### src/rtl/cic_pkg.sv
// Shared register word indices for the cascaded interrupt controller.
// Assumes byte addresses with the two low bits ignored.
package cic_pkg;
    localparam int unsigned IDX_L0_STAT = 0;
    localparam int unsigned IDX_L0_MASK = 1;
    localparam int unsigned IDX_L1_STAT = 2;
    localparam int unsigned IDX_L1_MASK = 3;
    localparam int unsigned IDX_MP_STAT = 4;
    localparam int unsigned IDX_MP_MSK0 = 5;
    localparam int unsigned IDX_MP_MSK1 = 6;
    localparam int unsigned IDX_TMR     = 7;
endpackage

### src/rtl/cic_group.sv
// One local interrupt group: live status (inputs OR injected bits),
// a writable mask and a registered request. Assumes level inputs
// already synchronous to clk.
module cic_group #(
    parameter int unsigned N = 8
) (
    input  logic         clk,
    input  logic         rst_n,
    input  logic [N-1:0] raw_in,
    input  logic [N-1:0] inject,
    input  logic         mask_we,
    input  logic [N-1:0] mask_wdata,
    output logic [N-1:0] status,
    output logic [N-1:0] mask,
    output logic         req
);
    // Combine live lines with cascade and latch bits.
    always_comb status = raw_in | inject;

    // Mask register, cleared by reset.
    always_ff @(posedge clk) begin
        if (!rst_n)       mask <= '0;
        else if (mask_we) mask <= mask_wdata;
    end

    // Registered request: any enabled active bit.
    always_ff @(posedge clk) begin
        if (!rst_n) req <= 1'b0;
        else        req <= |(status & mask);
    end
endmodule

### src/rtl/cic_map.sv
// Mappable section: one shared status view gated by NMASK independent
// masks, each reduced to one cascade bit. Assumes level inputs.
module cic_map #(
    parameter int unsigned N     = 8,
    parameter int unsigned NMASK = 2
) (
    input  logic                      clk,
    input  logic                      rst_n,
    input  logic [N-1:0]              map_in,
    input  logic [NMASK-1:0]          mask_we,
    input  logic [N-1:0]              mask_wdata,
    output logic [NMASK-1:0][N-1:0]   mask,
    output logic [NMASK-1:0]          hit
);
    for (genvar g = 0; g < NMASK; g++) begin : g_mask
        // Map mask register g, cleared by reset.
        always_ff @(posedge clk) begin
            if (!rst_n)          mask[g] <= '0;
            else if (mask_we[g]) mask[g] <= mask_wdata;
        end
        // Reduce gated map status to one cascade bit.
        always_comb hit[g] = |(map_in & mask[g]);
    end
endmodule

### src/rtl/cic_tmr_latch.sv
// Set-on-pulse timer event latches with per-bit write-one-to-clear.
// A pulse in the same cycle as a clear wins, so no event is lost.
module cic_tmr_latch #(
    parameter int unsigned NT = 2
) (
    input  logic          clk,
    input  logic          rst_n,
    input  logic [NT-1:0] pulse,
    input  logic          clr_we,
    input  logic [NT-1:0] clr_bits,
    output logic [NT-1:0] latch
);
    logic [NT-1:0] clr_mask;

    // Clear only on a write strobe.
    always_comb clr_mask = clr_we ? clr_bits : '0;

    // Latch update: clear selected bits, then set pulsed bits.
    always_ff @(posedge clk) begin
        if (!rst_n) latch <= '0;
        else        latch <= (latch & ~clr_mask) | pulse;
    end
endmodule

### src/rtl/cascade_irq_ctrl.sv
// Top of the cascaded mappable interrupt controller. Decodes a word
// aligned register port, cascades the two map results into fixed local
// bits and feeds the timer latches into local group 1 low bits.
// Assumes GRP_W <= DATA_W and NTMR <= GRP_W.
module cascade_irq_ctrl
    import cic_pkg::*;
#(
    parameter int unsigned GRP_W     = 8,
    parameter int unsigned NTMR      = 2,
    parameter int unsigned CASC0_BIT = 7,
    parameter int unsigned CASC1_BIT = 3,
    parameter int unsigned ADDR_W    = 6,
    parameter int unsigned DATA_W    = 32
) (
    input  logic              clk,
    input  logic              rst_n,
    input  logic [GRP_W-1:0]  loc0_in,
    input  logic [GRP_W-1:0]  loc1_in,
    input  logic [GRP_W-1:0]  map_in,
    input  logic [NTMR-1:0]   tmr_evt,
    input  logic [ADDR_W-1:0] reg_addr,
    input  logic              reg_we,
    input  logic [DATA_W-1:0] reg_wdata,
    output logic [DATA_W-1:0] reg_rdata,
    output logic              irq_lo,
    output logic              irq_hi
);
    localparam int unsigned WIDX_W = ADDR_W - 2;
    localparam int unsigned NMAP   = 2;

    logic [WIDX_W-1:0]           widx;
    logic [GRP_W-1:0]            wbyte;
    logic                        unused_bits;
    logic [GRP_W-1:0]            stat0, stat1, mask0, mask1;
    logic [GRP_W-1:0]            inj0, inj1;
    logic [NMAP-1:0][GRP_W-1:0]  mmask;
    logic [NMAP-1:0]             mhit;
    logic [NMAP-1:0]             mwe;
    logic [NTMR-1:0]             tlatch;
    logic                        we_l0, we_l1, we_tmr;

    // Address and data slicing.
    always_comb begin
        widx        = reg_addr[ADDR_W-1:2];
        wbyte       = reg_wdata[GRP_W-1:0];
        unused_bits = ^{reg_addr[1:0], reg_wdata[DATA_W-1:GRP_W]};
    end

    // Write strobe decode per register.
    always_comb begin
        we_l0  = reg_we && (widx == WIDX_W'(IDX_L0_MASK));
        we_l1  = reg_we && (widx == WIDX_W'(IDX_L1_MASK));
        mwe[0] = reg_we && (widx == WIDX_W'(IDX_MP_MSK0));
        mwe[1] = reg_we && (widx == WIDX_W'(IDX_MP_MSK1));
        we_tmr = reg_we && (widx == WIDX_W'(IDX_TMR));
    end

    // Cascade and timer injection into the local groups.
    always_comb begin
        inj0 = '0;
        inj1 = '0;
        inj0[CASC0_BIT] = mhit[0];
        inj1[CASC1_BIT] = mhit[1];
        for (int k = 0; k < NTMR; k++) inj1[k] = inj1[k] | tlatch[k];
    end

    cic_map #(.N(GRP_W), .NMASK(NMAP)) u_map (
        .clk(clk), .rst_n(rst_n), .map_in(map_in), .mask_we(mwe),
        .mask_wdata(wbyte), .mask(mmask), .hit(mhit)
    );

    cic_tmr_latch #(.NT(NTMR)) u_tmr (
        .clk(clk), .rst_n(rst_n), .pulse(tmr_evt), .clr_we(we_tmr),
        .clr_bits(wbyte[NTMR-1:0]), .latch(tlatch)
    );

    cic_group #(.N(GRP_W)) u_grp0 (
        .clk(clk), .rst_n(rst_n), .raw_in(loc0_in), .inject(inj0),
        .mask_we(we_l0), .mask_wdata(wbyte), .status(stat0),
        .mask(mask0), .req(irq_lo)
    );

    cic_group #(.N(GRP_W)) u_grp1 (
        .clk(clk), .rst_n(rst_n), .raw_in(loc1_in), .inject(inj1),
        .mask_we(we_l1), .mask_wdata(wbyte), .status(stat1),
        .mask(mask1), .req(irq_hi)
    );

    // Read mux, zero-extended; unmapped words read zero.
    always_comb begin
        reg_rdata = '0;
        case (widx)
            WIDX_W'(IDX_L0_STAT): reg_rdata = DATA_W'(stat0);
            WIDX_W'(IDX_L0_MASK): reg_rdata = DATA_W'(mask0);
            WIDX_W'(IDX_L1_STAT): reg_rdata = DATA_W'(stat1);
            WIDX_W'(IDX_L1_MASK): reg_rdata = DATA_W'(mask1);
            WIDX_W'(IDX_MP_STAT): reg_rdata = DATA_W'(map_in);
            WIDX_W'(IDX_MP_MSK0): reg_rdata = DATA_W'(mmask[0]);
            WIDX_W'(IDX_MP_MSK1): reg_rdata = DATA_W'(mmask[1]);
            WIDX_W'(IDX_TMR):     reg_rdata = DATA_W'(tlatch);
            default:              reg_rdata = '0;
        endcase
    end

    // Request latency for group 0.
    p_irq_lo_latency_r1: assert property (@(posedge clk) disable iff (!rst_n)
        $past(rst_n) |-> (irq_lo == $past(|(loc0_in & mask0) | (mhit[0] & mask0[CASC0_BIT]))));

    // Request latency for group 1.
    p_irq_hi_latency_r2: assert property (@(posedge clk) disable iff (!rst_n)
        $past(rst_n) |-> (irq_hi == $past(|(stat1 & mask1))));

    // Map mask 0 cascade reaches local0 status bit.
    p_cascade_lo_r3: assert property (@(posedge clk) disable iff (!rst_n)
        (|(map_in & mmask[0])) |-> stat0[CASC0_BIT]);

    // Map mask 1 cascade reaches local1 status bit.
    p_cascade_hi_r4: assert property (@(posedge clk) disable iff (!rst_n)
        (|(map_in & mmask[1])) |-> stat1[CASC1_BIT]);

    // Zero mask silences the group.
    p_zero_mask_r5: assert property (@(posedge clk) disable iff (!rst_n)
        ($past(rst_n) && $past(mask0) == '0) |-> !irq_lo);

    // Timer pulse always sets its latch.
    p_tmr_set_r6: assert property (@(posedge clk) disable iff (!rst_n)
        ($past(rst_n) && |$past(tmr_evt)) |-> ((tlatch & $past(tmr_evt)) == $past(tmr_evt)));
endmodule

### config.mk
export PLATFORM = sky130hd
export DESIGN_NAME = cascade_irq_ctrl
export DESIGN_NICKNAME = d
export VERILOG_FILES = /design/src/rtl/cic_pkg.sv /design/src/rtl/cic_group.sv /design/src/rtl/cic_map.sv /design/src/rtl/cic_tmr_latch.sv /design/src/rtl/cascade_irq_ctrl.sv
export SDC_FILE = /design/constraint.sdc
export NUM_CORES = 1
export LEC_CHECK = 0
export ABC_AREA = 1
export BUFFER_PORTS_ARGS = -buffer_cell sky130_fd_sc_hd__buf_2
export CAP_MARGIN = 20
export CORE_ASPECT_RATIO = 0.6
export CORE_UTILIZATION = 43
export CTS_CLUSTER_DIAMETER = 200
export DETAILED_ROUTE_END_ITERATION = 12
export GPL_TIMING_DRIVEN = 0
export PLACE_DENSITY = 0.77
export RECOVER_POWER = 25
export SETUP_SLACK_MARGIN = 0.3
export SLEW_MARGIN = 15
export SYNTH_ARGS = -nofsm -noshare
export SYNTH_HDL_FRONTEND = slang
export SYNTH_SLANG_ARGS = --single-unit
### constraint.sdc
create_clock -name clk -period 0.95 [get_ports clk]
set_clock_uncertainty 0.15 [all_clocks]
set_input_delay 0.095 -clock clk [delete_from_list [all_inputs] [get_ports clk]]
set_output_delay 0.095 -clock clk [all_outputs]
set_load 0.05 [all_outputs]
### Yosys cells after proc, flatten, opt, wreduce, memory -nomap -nowiden

Index checks and enable logic that the tools add are counted.

* flip-flop bits (word level): 36
* input port bits: 67
* output and inout port bits: 34
* word-level logic and storage cells: 35

* eq/ne operators: 7
* multiplexer cells: 2
* bitwise logic cells: 9
* reductions and logical operators: 10

Operator list (number)
* $pmux 8 s8: 1
* $and 8x8->8: 4
* $reduce_or 8->1: 4
* $eq 4x3->1 const B: 4
* $eq 4x2->1 const B: 2
* $or 8x4->8: 1
* $or 8x8->8: 1
* $logic_and 1x1->1: 5
* $eq 4x1->1 const B: 1
* $logic_not 4->1: 1
* $and 2x2->2: 1
* $mux 2: 1
* $not 2->2: 1
* $or 2x2->2: 1

### Longest topological paths before layout

* depth in word-level cells: 6
* gate-level depth with buffers: 9
* gate-level depth less buffers: 8

### Hierarchy

From an unflattened synthesis, not the netlist that was laid out.

* cell total of the unflattened synthesis: 390
* area, all modules: 2359.8 um^2

By module, submodules not included
* cascade_irq_ctrl: times used 1, cells each 166, area an instance 820.8 um^2, seq. area each 0.0 um^2
* cic_group: times used 2, cells each 58, area an instance 405.4 um^2, seq. area each 180.2 um^2
* cic_map: times used 1, cells each 97, area an instance 651.9 um^2, seq. area each 320.3 um^2
* cic_tmr_latch: times used 1, cells each 11, area an instance 76.3 um^2, seq. area each 40.0 um^2

### Worst setup path after synthesis

OpenSTA, ideal clock, no wires.

* kind: input -> output
* start: in reg_addr[5]
* end: out reg_rdata[3]
* data arrival time: 1.017 ns
* required time: 0.705 ns
* slack: -0.312 ns
* stages on the path: 7
* buffers on the path: 0
* path through: nor2_4 -> nand2_1 -> inv_1 -> nand2_1 -> nand2_1 -> nor2_1 -> nand3b_1

* word-level cells in the longest chain between the ends: 2
* elaborated cells on any way between the ends: 9
* those cells by class: 7 x eq/ne; 1 x mux; 1 x reduce/logical

RTL lines
* start, declared: line cascade_irq_ctrl.sv:21 `input logic [ADDR_W-1:0] reg_addr,`
* $eq 4x3->1 (tied with other cells): line cascade_irq_ctrl.sv:92 `case (widx)`
* $pmux 8 s8 (*): line cascade_irq_ctrl.sv:92
* end, declared: line cascade_irq_ctrl.sv:24 `output logic [DATA_W-1:0] reg_rdata,`

Mark *: on every way between the ends. The rest lies on a longest branch, timed or not.

### Worst setup path after layout

* start: reg u_map.mask[12] (netlist name)
* end: out reg_rdata[3]

* word-level cells in the longest chain between the ends: 4

RTL lines
* start, declared: line cic_map.sv:12 `output logic [NMASK-1:0][N-1:0] mask,`
* start signal, assigned by index: line cic_map.sv:19 `else if (mask_we[g]) mask[g] <= mask_wdata;`
* $and 8x8->8: line cic_map.sv:22 `always_comb hit[g] = |(map_in & mask[g]);`
* $reduce_or 8->1: line cic_map.sv:22
* $or 8x4->8: line cic_group.sv:18 `always_comb status = raw_in | inject;`
* $pmux 8 s8: line cascade_irq_ctrl.sv:92

No other way between the ends.

==> metrics <==
Fin Hold WS=-0.114 ns; Worst Reg-to-Reg Cells=8; CTS tree=built; Ant. Diodes=0; Worst EP arrival=1.34 ns; Clk Latency, worst-skew pair=~0.3 ns; Mapped Area=2230 sq um; Final period util=167%; initial antenna violation count=0; Total GRT Usage=31.5%; CP Class=flip-flop to primary output; cell taking the most area after synthesis=dfxtp_1; top cell type's share of synthesized area=between 30% and 40%; Pleak=1.71 nW; Yosys warning count=0; Root Driver=clkbuf_8; layout cells sized above 1=62.4%; TritonCTS buffer count=5; Total Nets Final=539; cell row count=19; core area=4780 sq um; startpoint types=flip-flop; Max Transition Viols Final=0; routability cong.=0.896; hold path start=tmr_evt[0]; first-pass GRT wire length=12.8 mm; WP data required=roughly 0.7 ns; Synth Area in Compound Gates=around 17%; largest net degree at the start of global routing=12; Hold Path Class=primary input to flip-flop; Final Setup Violations=35; effective utilization at floorplan=46.7%; total grt overflow=0; TritonRoute pass-1 iters=5; status=finished with violations; R2R Setup Slk=-0.39 ns; DRC Markers=0; multiplexer share of the synthesized area=0%; count of different cell masters after synthesis=25; failing checks=negative hold slack, negative setup slack; #FFs+latches synth=36; dpl ws=-0.678 ns; width of the die=95.0 um; Post-Synth Adder-Cell Area=0%; final wirelength=a little under 10 mm; register area share after synthesis=32.3%; H-tree depth=2; Peak Freq=0.632 GHz; maximum vdd drop=0.703 mV; Post-DP HPWL=about 5.5 mm; WL/cell=18.3 um; Final Hold Vio Count=9; Simple-Gate Fraction of Synth Area=approximately a third; main combinational cell family by area after synthesis=simple AND/OR/NAND/NOR gates; Mapped Cells=between 300 and 400; Clock Sinks=36; Initial DRC Count=320; I/O Pins=slightly above 100; number of global-route vias before repair=2,622; total number of vias=between 3,000 and 4,000; hold path cells=3; I/O Buffers=49; PD cells=1040 nW/um^2; Vias per Instance=5.68; Worst R2R End=u_grp0.req$_SDFF_PN0_; Hold Path End=u_tmr.latch[0]$_SDFF_PN0_; Area Overhead vs Synth=75.6%; Critical R2R Launch=u_map.mask[4]$_SDFFE_PN0P_; Post-Synth XOR/XNOR Area=0%; CTS clock-pin slew for the worst setup and hold paths=0.08 ns; DRT antenna net count=0; CTS max path bufs=2; unrepaired setup endpoints after global routing=true; die height=57.8 um; max_cap viols=0; CP endpoint kind=primary output; worst-path fanout max=2; main area contributors after synthesis=dfxtp_1 32%, nand2_1 17%, a21oi_1 8.1%; full die area=5490 sq um; syn avg cell area=6.33 sq um; Tmin final=1.58 ns; PnR worst setup slack=-0.634 ns
==> cells by family after synthesis <==
logic type,count (synthesis)
buffers and inverters,71
AND/OR/NAND/NOR,169
flip-flops,36
AO/OA/AOI/OAI,75
other,1
==> where the power goes <==
| part | switching (W) | internal [W] |
|---|---|---|
| logic | 0.000776 | 0.000457 |
| clock network | 0.000590 | 0.000663 |
| registers | 0.0000308 | 0.00154 |
| total | 0.00140 | 0.00266 |
==> cell type report <==
class	instances	area, sq um
flip-flops and latches	36	753
plain buffers	33	287
clock buffers	8	100
well taps	63	78.8
inverters	38	184
repair buffers	90	825
multi-input cells	268	1690
fillers	283	863
==> registers in the layout (all words and copies together), names as in the netlist <==
name         cells
u_map.mask      16
u_grp0.mask      8
u_grp1.mask      8
u_tmr.latch      2
u_grp0.req       1
u_grp1.req       1
==> worst max path at each step <==
stage | depth (start not counted) | slack (ns) | startpoint | end
CTS | 7 | -0.60 | u_map.mask[10]$_SDFFE_PN0P_ | reg_rdata[3]
global placement | 11 | -0.67 | reg_addr[4] | reg_rdata[0]
finish | 7 | -0.63 | u_map.mask[12]$_SDFFE_PN0P_ | reg_rdata[3]
detailed placement | 11 | -0.68 | reg_addr[4] | reg_rdata[1]
global route | 7 | -0.69 | u_map.mask[12]$_SDFFE_PN0P_ | reg_rdata[3]
floorplan | 6 | -0.28 | u_map.mask[2]$_SDFFE_PN0P_ | reg_rdata[7]
==> worst max-delay path, cell delays in order (launching register included) <==
cell	delay [ns]
dfxtp_2	0.34
nand2_1	0.08
nand2_1	0.08
nor2_2	0.12
nand2_2	0.07
nand2_1	0.08
nand3b_1	0.11
buf_6	0.17
==> layer usage <==
layer | routed length [um] | part of all wire, % | GRT usage, %
met1 | 3900 | 40 | 42.7
met2 | 4340 | 44 | 48.1
met3 | 1100 | 11 | 7.74
met4 | 450 | 4.6 | 12.8
met5 | 0 | 0 | 0
==> cells in the mapped netlist (all sizes together) <==
library cell	count
nand2	104
o21ai	38
inv	37
a21oi	36
dfxtp	36
nor2	34
buf	29
nand3	24
clkbuf	4
nor3b	4
nand3b	2
clkinv	1
conb	1
nand4	1
o22ai	1
==> through the flow <==
stage	instances	total power (W)	TNS, ns	utilization [%]	area [sq um]
floorplan	375	0.00222	-1.73	-	2510
global placement	487	0.00244	-15.10	59.4	2840
detailed placement	487	0.00246	-15.92	59.4	2840
CTS	523	0.00388	-5.23	75.7	3620
global route	536	0.00415	-8.65	81.9	3920
finish	536	0.00406	-7.26	81.9	3920
==> placed cells by master, fill, tap and decap left out, drive strengths merged <==
master / synthesis / final
clkinv: 1 / 1
nand2: 104 / 104
conb: 1 / 24
buf: 29 / 120
a21oi: 36 / 36
nand3b: 2 / 2
clkinvlp: 0 / 1
o22ai: 1 / 1
dfxtp: 36 / 36
clkbuf: 4 / 11
nor3b: 4 / 4
nand4: 1 / 1
nand3: 24 / 24
o21ai: 38 / 38
inv: 37 / 36
nor2: 34 / 34
==> repair_timing <==
action / in CTS / in global routing
buffers inserted: 25 / 13
setup endpoints to repair: 46 / 46
resized for setup: 150 / 66
cloned: 3 / 0
pin swaps: 37 / 27
endpoints found under the hold margin: 14 / 9
No activity file was read; power rests on OpenSTA's default activity.
